[src/rtl/timer_pkg.sv]
package timer_pkg;
  localparam int DEF_CNT_W      = 32;
  localparam int DEF_IRQ_LINES  = 32;
  localparam int DEF_TIMER_LINE = 0;

  function automatic logic [DEF_IRQ_LINES-1:0] line_bit(input int idx);
    logic [DEF_IRQ_LINES-1:0] m;
    m = '0;
    m[idx] = 1'b1;
    return m;
  endfunction
endpackage

[src/rtl/timer_count_core.sv]
module timer_count_core #(
  parameter int W = 32
) (
  input  logic         clk,
  input  logic         rst_n,
  input  logic         load,
  input  logic [W-1:0] load_val,
  output logic [W-1:0] count,
  output logic         expire
);
  localparam logic [W-1:0] ONE  = W'(1);
  localparam logic [W-1:0] ZERO = '0;

  logic [W-1:0] cnt_q;
  logic [W-1:0] cnt_d;
  logic         running;

  assign running = (cnt_q != ZERO);

  always_comb begin
    cnt_d = cnt_q;
    if (load)         cnt_d = load_val;
    else if (running) cnt_d = cnt_q - ONE;
  end

  always_ff @(posedge clk or negedge rst_n) begin
    if (!rst_n) cnt_q <= ZERO;
    else        cnt_q <= cnt_d;
  end

  assign count  = cnt_q;
  assign expire = (cnt_q == ONE) && !load;


  dec_step_chk: assert property (@(posedge clk) disable iff (!rst_n)
    (!load && cnt_q != ZERO) |=> (cnt_q == $past(cnt_q) - ONE));

  zero_hold_chk: assert property (@(posedge clk) disable iff (!rst_n)
    (!load && cnt_q == ZERO) |=> (cnt_q == ZERO));

  load_take_chk: assert property (@(posedge clk) disable iff (!rst_n)
    load |=> (cnt_q == $past(load_val)));
endmodule

[src/rtl/timer_irq_route.sv]
module timer_irq_route #(
  parameter int LINES = 32,
  parameter int LINE  = 0
) (
  input  logic             clk,
  input  logic             rst_n,
  input  logic             fire,
  output logic [LINES-1:0] irq_lines
);
  logic pulse_q;

  always_ff @(posedge clk or negedge rst_n) begin
    if (!rst_n) pulse_q <= 1'b0;
    else        pulse_q <= fire;
  end

  for (genvar i = 0; i < LINES; i++) begin : g_line
    if (i == LINE) begin : g_tmr
      assign irq_lines[i] = pulse_q;
    end else begin : g_idle
      assign irq_lines[i] = 1'b0;
    end
  end


  one_cycle_pulse_chk: assert property (@(posedge clk) disable iff (!rst_n)
    irq_lines[LINE] |=> !irq_lines[LINE]);

  always_comb begin
    if (rst_n) begin
      single_line_chk: assert ($onehot0(irq_lines));
    end
  end
endmodule

[src/rtl/timer_irq_src.sv]
module timer_irq_src #(
  parameter int CNT_W      = timer_pkg::DEF_CNT_W,
  parameter int IRQ_LINES  = timer_pkg::DEF_IRQ_LINES,
  parameter int TIMER_LINE = timer_pkg::DEF_TIMER_LINE
) (
  input  logic                 clk,
  input  logic                 rst_n,
  input  logic                 wr_en,
  input  logic [CNT_W-1:0]     wr_data,
  output logic [CNT_W-1:0]     old_count,
  output logic [IRQ_LINES-1:0] irq_lines
);
  logic expire;

  timer_count_core #(.W(CNT_W)) core_i (
    .clk      (clk),
    .rst_n    (rst_n),
    .load     (wr_en),
    .load_val (wr_data),
    .count    (old_count),
    .expire   (expire)
  );

  timer_irq_route #(.LINES(IRQ_LINES), .LINE(TIMER_LINE)) route_i (
    .clk       (clk),
    .rst_n     (rst_n),
    .fire      (expire),
    .irq_lines (irq_lines)
  );

  // a request needs a count of one with no write in the prior cycle
  irq_cause_chk: assert property (@(posedge clk) disable iff (!rst_n)
    irq_lines[TIMER_LINE] |-> ($past(old_count) == CNT_W'(1) && !$past(wr_en)));

  write_cancels_chk: assert property (@(posedge clk) disable iff (!rst_n)
    wr_en |=> !irq_lines[TIMER_LINE]);
endmodule

[config.mk]
export PLATFORM = sky130hd
export DESIGN_NAME = timer_irq_src
export DESIGN_NICKNAME = d
export VERILOG_FILES = /design/src/rtl/timer_pkg.sv /design/src/rtl/timer_count_core.sv /design/src/rtl/timer_irq_route.sv /design/src/rtl/timer_irq_src.sv
export SDC_FILE = /design/constraint.sdc
export NUM_CORES = 1
export LEC_CHECK = 0
export BUFFER_PORTS_ARGS = -buffer_cell sky130_fd_sc_hd__buf_2
export CAP_MARGIN = 20
export CORE_MARGIN = 2
export CORE_UTILIZATION = 45
export DETAILED_ROUTE_END_ITERATION = 12
export HOLD_SLACK_MARGIN = 0.06
export PLACE_DENSITY_LB_ADDON = 0.15
export SETUP_SLACK_MARGIN = 0.05
export SYNTH_ARGS = -nofsm -noshare
export SYNTH_HDL_FRONTEND = slang
export SYNTH_SLANG_ARGS = --single-unit
export TNS_END_PERCENT = 100
[constraint.sdc]
create_clock -name clk -period 2.4 [get_ports clk]
set_input_delay 0.24 -clock clk [delete_from_list [all_inputs] [get_ports clk]]
set_output_delay 0.24 -clock clk [all_outputs]
set_load 0.005 [all_outputs]
==> metrics.md, run 1 <==
| Metric | Value |
|---|---|
| Status | completed |
| R2R Path End | core_i.count[28] |
| Worst VDD drop | 0.338 mV |
| Die height | 74.7 µm |
| Combinational Power Share | 0.204 |
| Startpoint types | register |
| CP peak stage delay | 0.59 ns |
| Synthesized area per cell | 9.13 µm² |
| # H-tree levels | 2 |
| Clock Skews | 0.00634 ns |
| Layout cells sized above 1 | 0.287 |
| Slew Limit Fails | 0 |
| Cell family contributing the most delay on the critical path | simple AND/OR/NAND/NOR gates |
| CP max-delay cell | or4_1 |
| Endpoints failing hold | 0 |
| Sequential power share | 0.471 |
| Worst Reg-to-Reg Cells | 5 |
| Vias after detailed routing | 1949 |
| Sink Count | 33 |
| Mapped Area | 0.00225 mm² |
| Top-area cell type share of the netlist area | 0.367 |
| Worst-margin pin slew | 0.757 ns |
| Routed Antenna Nets | 0 |
| Internal Power | 1.02 mW |
| Initial Util | 0.473 |
| Chip width | 74.7 µm |
| Area growth from synthesis to layout | 19.9% |
| Max-slew headroom | 0.495 |
| Crit path max fanout | 9 |
| Commonest non-fill, non-tap cell in the layout | buf_2 |
| # DRC | 0 |
| Post-synthesis cell count | 246 |
| Hold Path Cell Cnt | 3 |
| Synth area leaders | dfrtp_1 37%, buf_4 11%, xor2_1 5.1%, o211a_1 4.0%, nand2_1 3.8% |
| Vias in the first global route | 1759 |
| Initial antenna violation count | 0 |
| Leakage | 1.24 nW |
| Worst r2r src | core_i.count[26] |
| CP bufs+invs | 0 |
| Largest net degree at the start of global routing | 54 |
| P_sw | 0.448 mW |
| Setup crit end | core_i.count[28] |
| Fillers | 464 |
| Synth area leader | dfrtp_1 |
| Via/cell ratio | 5.08 |
| Root Buffer | clkbuf_8 |
| Crit path kind | register to register |
| RSZ-0062 raised after global routing | false |
| Routed len/inst | 13.3 µm |
| Commonest cells after routing, fill and taps aside | 67 x buf_2, 33 x dfrtp_1, 31 x conb_1, 23 x nand2_1, 13 x xor2_1 |
| Reg clk slew, reported paths | 0.07 ns |
| Core Box Area | 0.00475 mm² |
| Pre-CTS WS | 0.135 ns |
| Sequential fraction of the synthesis area | 0.367 |
| Max_cap viols | 0 |
| Ys Warns | 0 |
| FP Rows | 25 |
| Hold slack | 0.155 ns |
| First-pass DRT Iterations | 4 |
| First-pass GRT wire length | 8380 µm |
| Power, Total | 1.47 mW |
| Crit-path cells | or4_1 -> nor3_2 -> nand2_1 -> or3_1 -> o211a_1 |
| EDFF count, synth | 0 |
| Pwr dens | 545 mW/mm² |
| Crit. End Element | register |
| Ys async rst share | 1.00 |
| FMAX | 0.461 GHz |
| Final wirelength | 5120 µm |
| Detailed Route Iter0 Violations | 118 |
| Critical Path AT | 2.35 ns |
| DP HPWL | 3760 µm |
| Setup TNS | 0 ns |
| I/O pin count | 99 |
| Worst-skew pair later-pin latency | 0.29 ns |
| GPL Wtd Cong | 0.778 |
| Worst EP required | 2.58 ns |
| Final period utilization | 0.903 |
| Synth Register Bits | 33 |
| Reg area | 826 µm² |
| Layout Utilization | 0.567 |
| Crit. path cell count | 5 |
| CTS tree | done |
| CTS Buffer Depth | 2 |
| Final setup fails | 0 |
| Netlist cell types | 49 |
| Sw Share | 0.305 |
| Die area | 0.00557 mm² |
| Total CTS buffers | 5 |
| Hold Path Class | input pin to register |
| # diodes | 0 |
| Setup ws final | 0.233 ns |
| Worst Setup SP | core_i.count[26] |
| Layout net count | 353 |
| Reg2Reg Setup Slack | 0.23 ns |
| Overall routing resource usage | 0.197 |
| Fin crit period | 2.17 ns |
| Main synth FF type | dfrtp_1 |
| Area of the multi-input gates | 0.00124 mm² |
| Clock power share | 0.325 |
| GRT overflow | 0 |
| # port buffers | 67 |
## synth_stat cells (2+ instances only)
cell type	n
buf_4	33
dfrtp_1	33
nand2_1	23
xor2_1	13
clkbuf_1	10
nand2b_1	10
nor2_1	10
nor4_1	10
o211a_1	9
a21oi_1	8
o21ai_1	8
o31ai_1	8
nor3_1	6
xnor2_1	5
inv_1	4
nand3_1	4
nor2b_1	4
or3_1	4
or4_1	4
o41ai_1	3
a211oi_1	2
a22oi_1	2
ha_1	2
nor3b_1	2
nor4_2	2
o21ai_0	2
o31a_1	2
o41a_1	2
## worst min path at each step
stage | slack [ns] | start | to
2_1_floorplan | -0.06 | rst_n | core_i.count[0]
3_3_place_gp | 0.35 | rst_n | core_i.count[5]
3_5_place_dp | 0.36 | rst_n | core_i.count[5]
4_1_cts | 0.15 | wr_data[8] | core_i.count[8]
5_1_grt | 0.15 | wr_data[3] | core_i.count[3]
6_report | 0.15 | wr_data[8] | core_i.count[8]
## stage by stage
step | instances | area [µm²]
finish | 384 | 2690
global route | 384 | 2690
CTS | 384 | 2680
detailed placement | 375 | 2570
global placement | 375 | 2570
floorplan | 276 | 2360
## final cells by class
class | instances | area share
Timing Repair Buffer | 77 | 0.158
Multi-Input combinational cell | 195 | 0.461
Inverter | 4 | 0.00557
Sequential cell | 33 | 0.307
Clock inverter | 1 | 0.00186
Tap cell | 67 | 0.0311
Clock buffer | 7 | 0.0358
## worst register-to-register path, cell delays in order (launching register included)
cell	delay, ns
dfrtp_1	0.44
or4_1	0.59
nor3_2	0.17
nand2_1	0.14
or3_1	0.54
o211a_1	0.19
## timing repair
| item | in CTS | in global routing |
|---|---|---|
| hold buffers | 1 | 0 |
| gates resized for setup | 0 | 2 |
| hold endpoints to repair | 33 | 0 |
| setup endpoints to repair | 0 | 5 |
| setup buffers | 0 | 0 |
## sequential cells by signal (all words and copies together), names as in the netlist
| register | cells |
|---|---|
| core_i.count | 32 |
| route_i.pulse_q | 1 |
## logic make-up (layout without fill, tap and decap cells)
kind of cell	after synthesis	after routing	synth area share
and+or+nand+nor	92	92	0.240
AOI/OAI and AO/OA	50	50	0.164
buffers and inverters	48	89	0.136
DFF	33	33	0.367
xor gates and xnor gates	18	18	0.0702
adders and majority gates	2	2	0.0111
muxes	2	2	0.00947
other	1	31	0.00167
## layer usage
layer  wire [µm]  track usage  up-vias
met5           0            0        -
met4          96       0.0734        0
met3         320       0.0482        7
met2        2310        0.301       67
met1        2390        0.271      914
li1            -            -      961
## power groups by stage
stage                     clock, mW  combinational (mW)  sequential [mW]
after CTS                     0.486               0.299            0.687
after global placement            0               0.294            0.696
final                         0.477               0.299            0.691
after floorplan                   0               0.200            0.690
after global routing          0.505               0.343            0.702
after detailed placement          0               0.297            0.698
(Power assumes the default switching activity.)
==> inputs of run 2 (changes only) <==
Settings changed: ABC_AREA set to 1, GPL_TIMING_DRIVEN set to 0.
==> metrics.md, run 2 <==
| Metric | Value |
|---|---|
| Crit-path cells | inv_1 -> ha_1 -> nand2_2 -> nor2_4 -> nand2_1 -> nor2_1 -> nand2_2 -> clkinv_2 -> nor2_1 |
| Root Buffer | clkbuf_8 |
| Status | completed |
| CP bufs+invs | 2 (+2) |
| Worst Reg-to-Reg Cells | 9 (+4) |
| Count of cells resized by post-cts repair | 0 (unchanged) |
| Via/cell ratio | 4.58 (-9.7%) |
| CTS Buffer Depth | 2 (unchanged) |
| GRT overflow | 0 (unchanged) |
| Pwr dens | 503 mW/mm² (-7.6%) |
| Worst-margin pin slew | 0.761 ns (+0.00405 ns) |
| Largest net degree at the start of global routing | 34 (-37%) |
| Clock Skews | 0.00796 ns (+0.00162 ns) |
| Crit path kind | register to register |
| Layout Utilization | 0.588 (+0.0215) |
| Overall routing resource usage | 0.232 (+0.0350) |
| Pre-CTS WS | 0.464 ns (+0.329 ns) |
| CTS Hold Bufs | 1 (unchanged) |
| Commonest non-fill, non-tap cell in the layout | nand2_1 |
| I/O pin count | 99 (unchanged) |
| CP peak stage delay | 0.41 ns (-0.18 ns) |
| Die area | 0.00640 mm² (+15%) |
| Layout net count | 555 (+57%) |
| Max FFs per register | 32 (unchanged) |
| EDFF count, synth | 0 (unchanged) |
| Sink Count | 33 (unchanged) |
| Final period utilization | 0.805 (-0.0982) |
| Reg clk slew, reported paths | 0.07 ns (about the same) |
| Ys async rst share | 1.00 (unchanged) |
| Setup Buffers After CTS | 0 (unchanged) |
| # port buffers | 66 (-1.5%) |
| Hold Path Cell Cnt | 3 (unchanged) |
| Vias in the first global route | 2529 (+44%) |
| Commonest cells after routing, fill and taps aside | 149 x nand2_1, 68 x nor2_1, 68 x buf_2, 33 x dfrtp_1 |
| Synth Register Bits | 33 (unchanged) |
| Vias after detailed routing | 2709 (+39%) |
| Mapped Area | 0.00260 mm² (+16%) |
| Chip width | 80.0 µm (+7.1%) |
| Most common cell in the synthesized netlist | nand2_1 |
| Crit. path cell count | 9 (+4) |
| Synth area leader | dfrtp_1 |
| Routed Antenna Nets | 0 (unchanged) |
| DP HPWL | 5520 µm (+47%) |
| Placed Instances | 582 (+55%) |
| Routed len/inst | 11.7 µm (-12%) |
| Main synth FF type | dfrtp_1 |
| Layout cells sized above 1 | 0.254 (-0.0327) |
| Die height | 80.0 µm (+7.1%) |
| CP max-delay cell | dfrtp_1 |
| Endpoints failing hold | 0 (unchanged) |
| Fin cells | 591 (+54%) |
| Worst EP required | 2.57 ns (about the same) |
| Initial Util | 0.469 (-0.00357) |
| Initial antenna violation count | 0 (unchanged) |
| Crit. End Element | register |
| Total CTS buffers | 5 (unchanged) |
| Worst VDD drop | 0.272 mV (-20%) |
| Slew Limit Fails | 0 (unchanged) |
| Startpoint types | register |
| Detailed Route Iter0 Violations | 169 (+43%) |
| FP Rows | 27 (+8.0%) |
| Commonest cells post-synth | 149 x nand2_1, 68 x nor2_1, 33 x dfrtp_1 |
| Final setup fails | 0 (unchanged) |
| Area growth from synthesis to layout | 25.4% |
| Crit path max fanout | 10 (+1) |
| GPL Wtd Cong | 0.908 (+17%) |
| Hold Path Class | input pin to register |
| Worst-skew pair later-pin latency | 0.29 ns (about the same) |
| Top-area cell type share of the netlist area | 0.318 (-0.0497) |
| Final wirelength | 6910 µm (+35%) |
| Leakage | 1.78 nW (+44%) |
| Synth area leaders | dfrtp_1 32%, nand2_1 22%, nor2_1 9.8%, buf_4 9.2%, inv_1 4.6% |
| Core Box Area | 0.00554 mm² (+17%) |
| Sequential fraction of the synthesis area | 0.318 (-0.0497) |
| Ys Warns | 0 (unchanged) |
| First-pass DRT Iterations | 4 (unchanged) |
| # H-tree levels | 2 (unchanged) |
| Max_cap viols | 0 (unchanged) |
| First-pass GRT wire length | 11600 µm (+38%) |
| Synthesized area per cell | 6.28 µm² (-31%) |
| Post-synthesis cell count | 414 (+68%) |
| Critical Path AT | 2.10 ns (-0.25 ns) |
| # diodes | 0 (unchanged) |
| # DRC | 0 (unchanged) |
| CTS tree | done |
| RSZ-0062 raised after global routing | false |
| Setup TNS | 0 ns (unchanged) |
| Max-slew headroom | 0.492 (-0.00270) |
| Netlist cell types | 27 (-45%) |
| Setup ws final | 0.468 ns (+0.236 ns) |
| FMAX | 0.518 GHz (+12%) |
| Cell family contributing the most delay on the critical path | simple AND/OR/NAND/NOR gates |
| Fin crit period | 1.93 ns (-0.236 ns) |
## run 2: worst paths after layout
kind / from / end / slack, ns
setup / recovery: core_i.count[0] / core_i.count[13] / 0.47
hold / removal: wr_data[19] / core_i.count[19] / 0.15
setup reg to reg: core_i.count[0] / core_i.count[13] / 0.47
hold reg to reg: core_i.count[31] / core_i.count[31] / 0.61
max in group asynchronous: rst_n / core_i.count[31] / 1.36
min in group asynchronous: rst_n / core_i.count[5] / 0.56
## run 2: metal layers
metal,GRT usage,wire (µm),vias to the layer above
met4,0.0763,127,0
met3,0.0419,497,11
li1,-,-,1431
met2,0.372,3040,90
met5,0,0,-
met1,0.314,3240,1177
## run 2: cells by family (layout without fill, tap and decap cells)
group | after synthesis | after routing | synth area share
xor gates and xnor gates | 2 | 2 | 0.00674
adders and majority gates | 2 | 2 | 0.00963
other | 1 | 31 | 0.00144
AOI/OAI and AO/OA | 32 | 32 | 0.0616
and+or+nand+nor | 269 | 269 | 0.443
buffers and inverters | 75 | 150 | 0.160
DFF | 33 | 33 | 0.318
## run 2: worst reg2reg max path, cell delays in order (launching register included)
cell and delay [ns]:
dfrtp_1 0.41, inv_1 0.13, ha_1 0.36, nand2_2 0.17, nor2_4 0.18, nand2_1 0.07
nor2_1 0.13, nand2_2 0.13, clkinv_2 0.16, nor2_1 0.07
## run 2: cell type report
| type | instances | area, µm² |
|---|---|---|
| inverter | 36 | 139 |
| sequential | 33 | 826 |
| multi-input combinational | 336 | 1470 |
| tap | 72 | 90.1 |
| clock inverter | 1 | 30.0 |
| timing repair buffer | 67 | 340 |
| fill | 573 | 2280 |
| buffer | 39 | 277 |
| clock buffer | 7 | 86.3 |
## run 2: metrics by stage
stage,area [µm²],power [mW],hold slack [ns]
2_1_floorplan,2710,0.940,-0.0556
3_3_place_gp,3130,1.09,0.345
3_5_place_dp,3130,1.10,0.355
4_1_cts,3260,1.65,0.144
5_1_grt,3260,1.75,0.158
6_report,3260,1.64,0.149
## run 2: power by group
group / leakage [nW] / internal [mW] / switching [mW]
clock: 0.0585 / 0.339 / 0.210
combinational: 1.32 / 0.175 / 0.230
sequential: 0.397 / 0.608 / 0.0766
total: 1.78 / 1.12 / 0.517
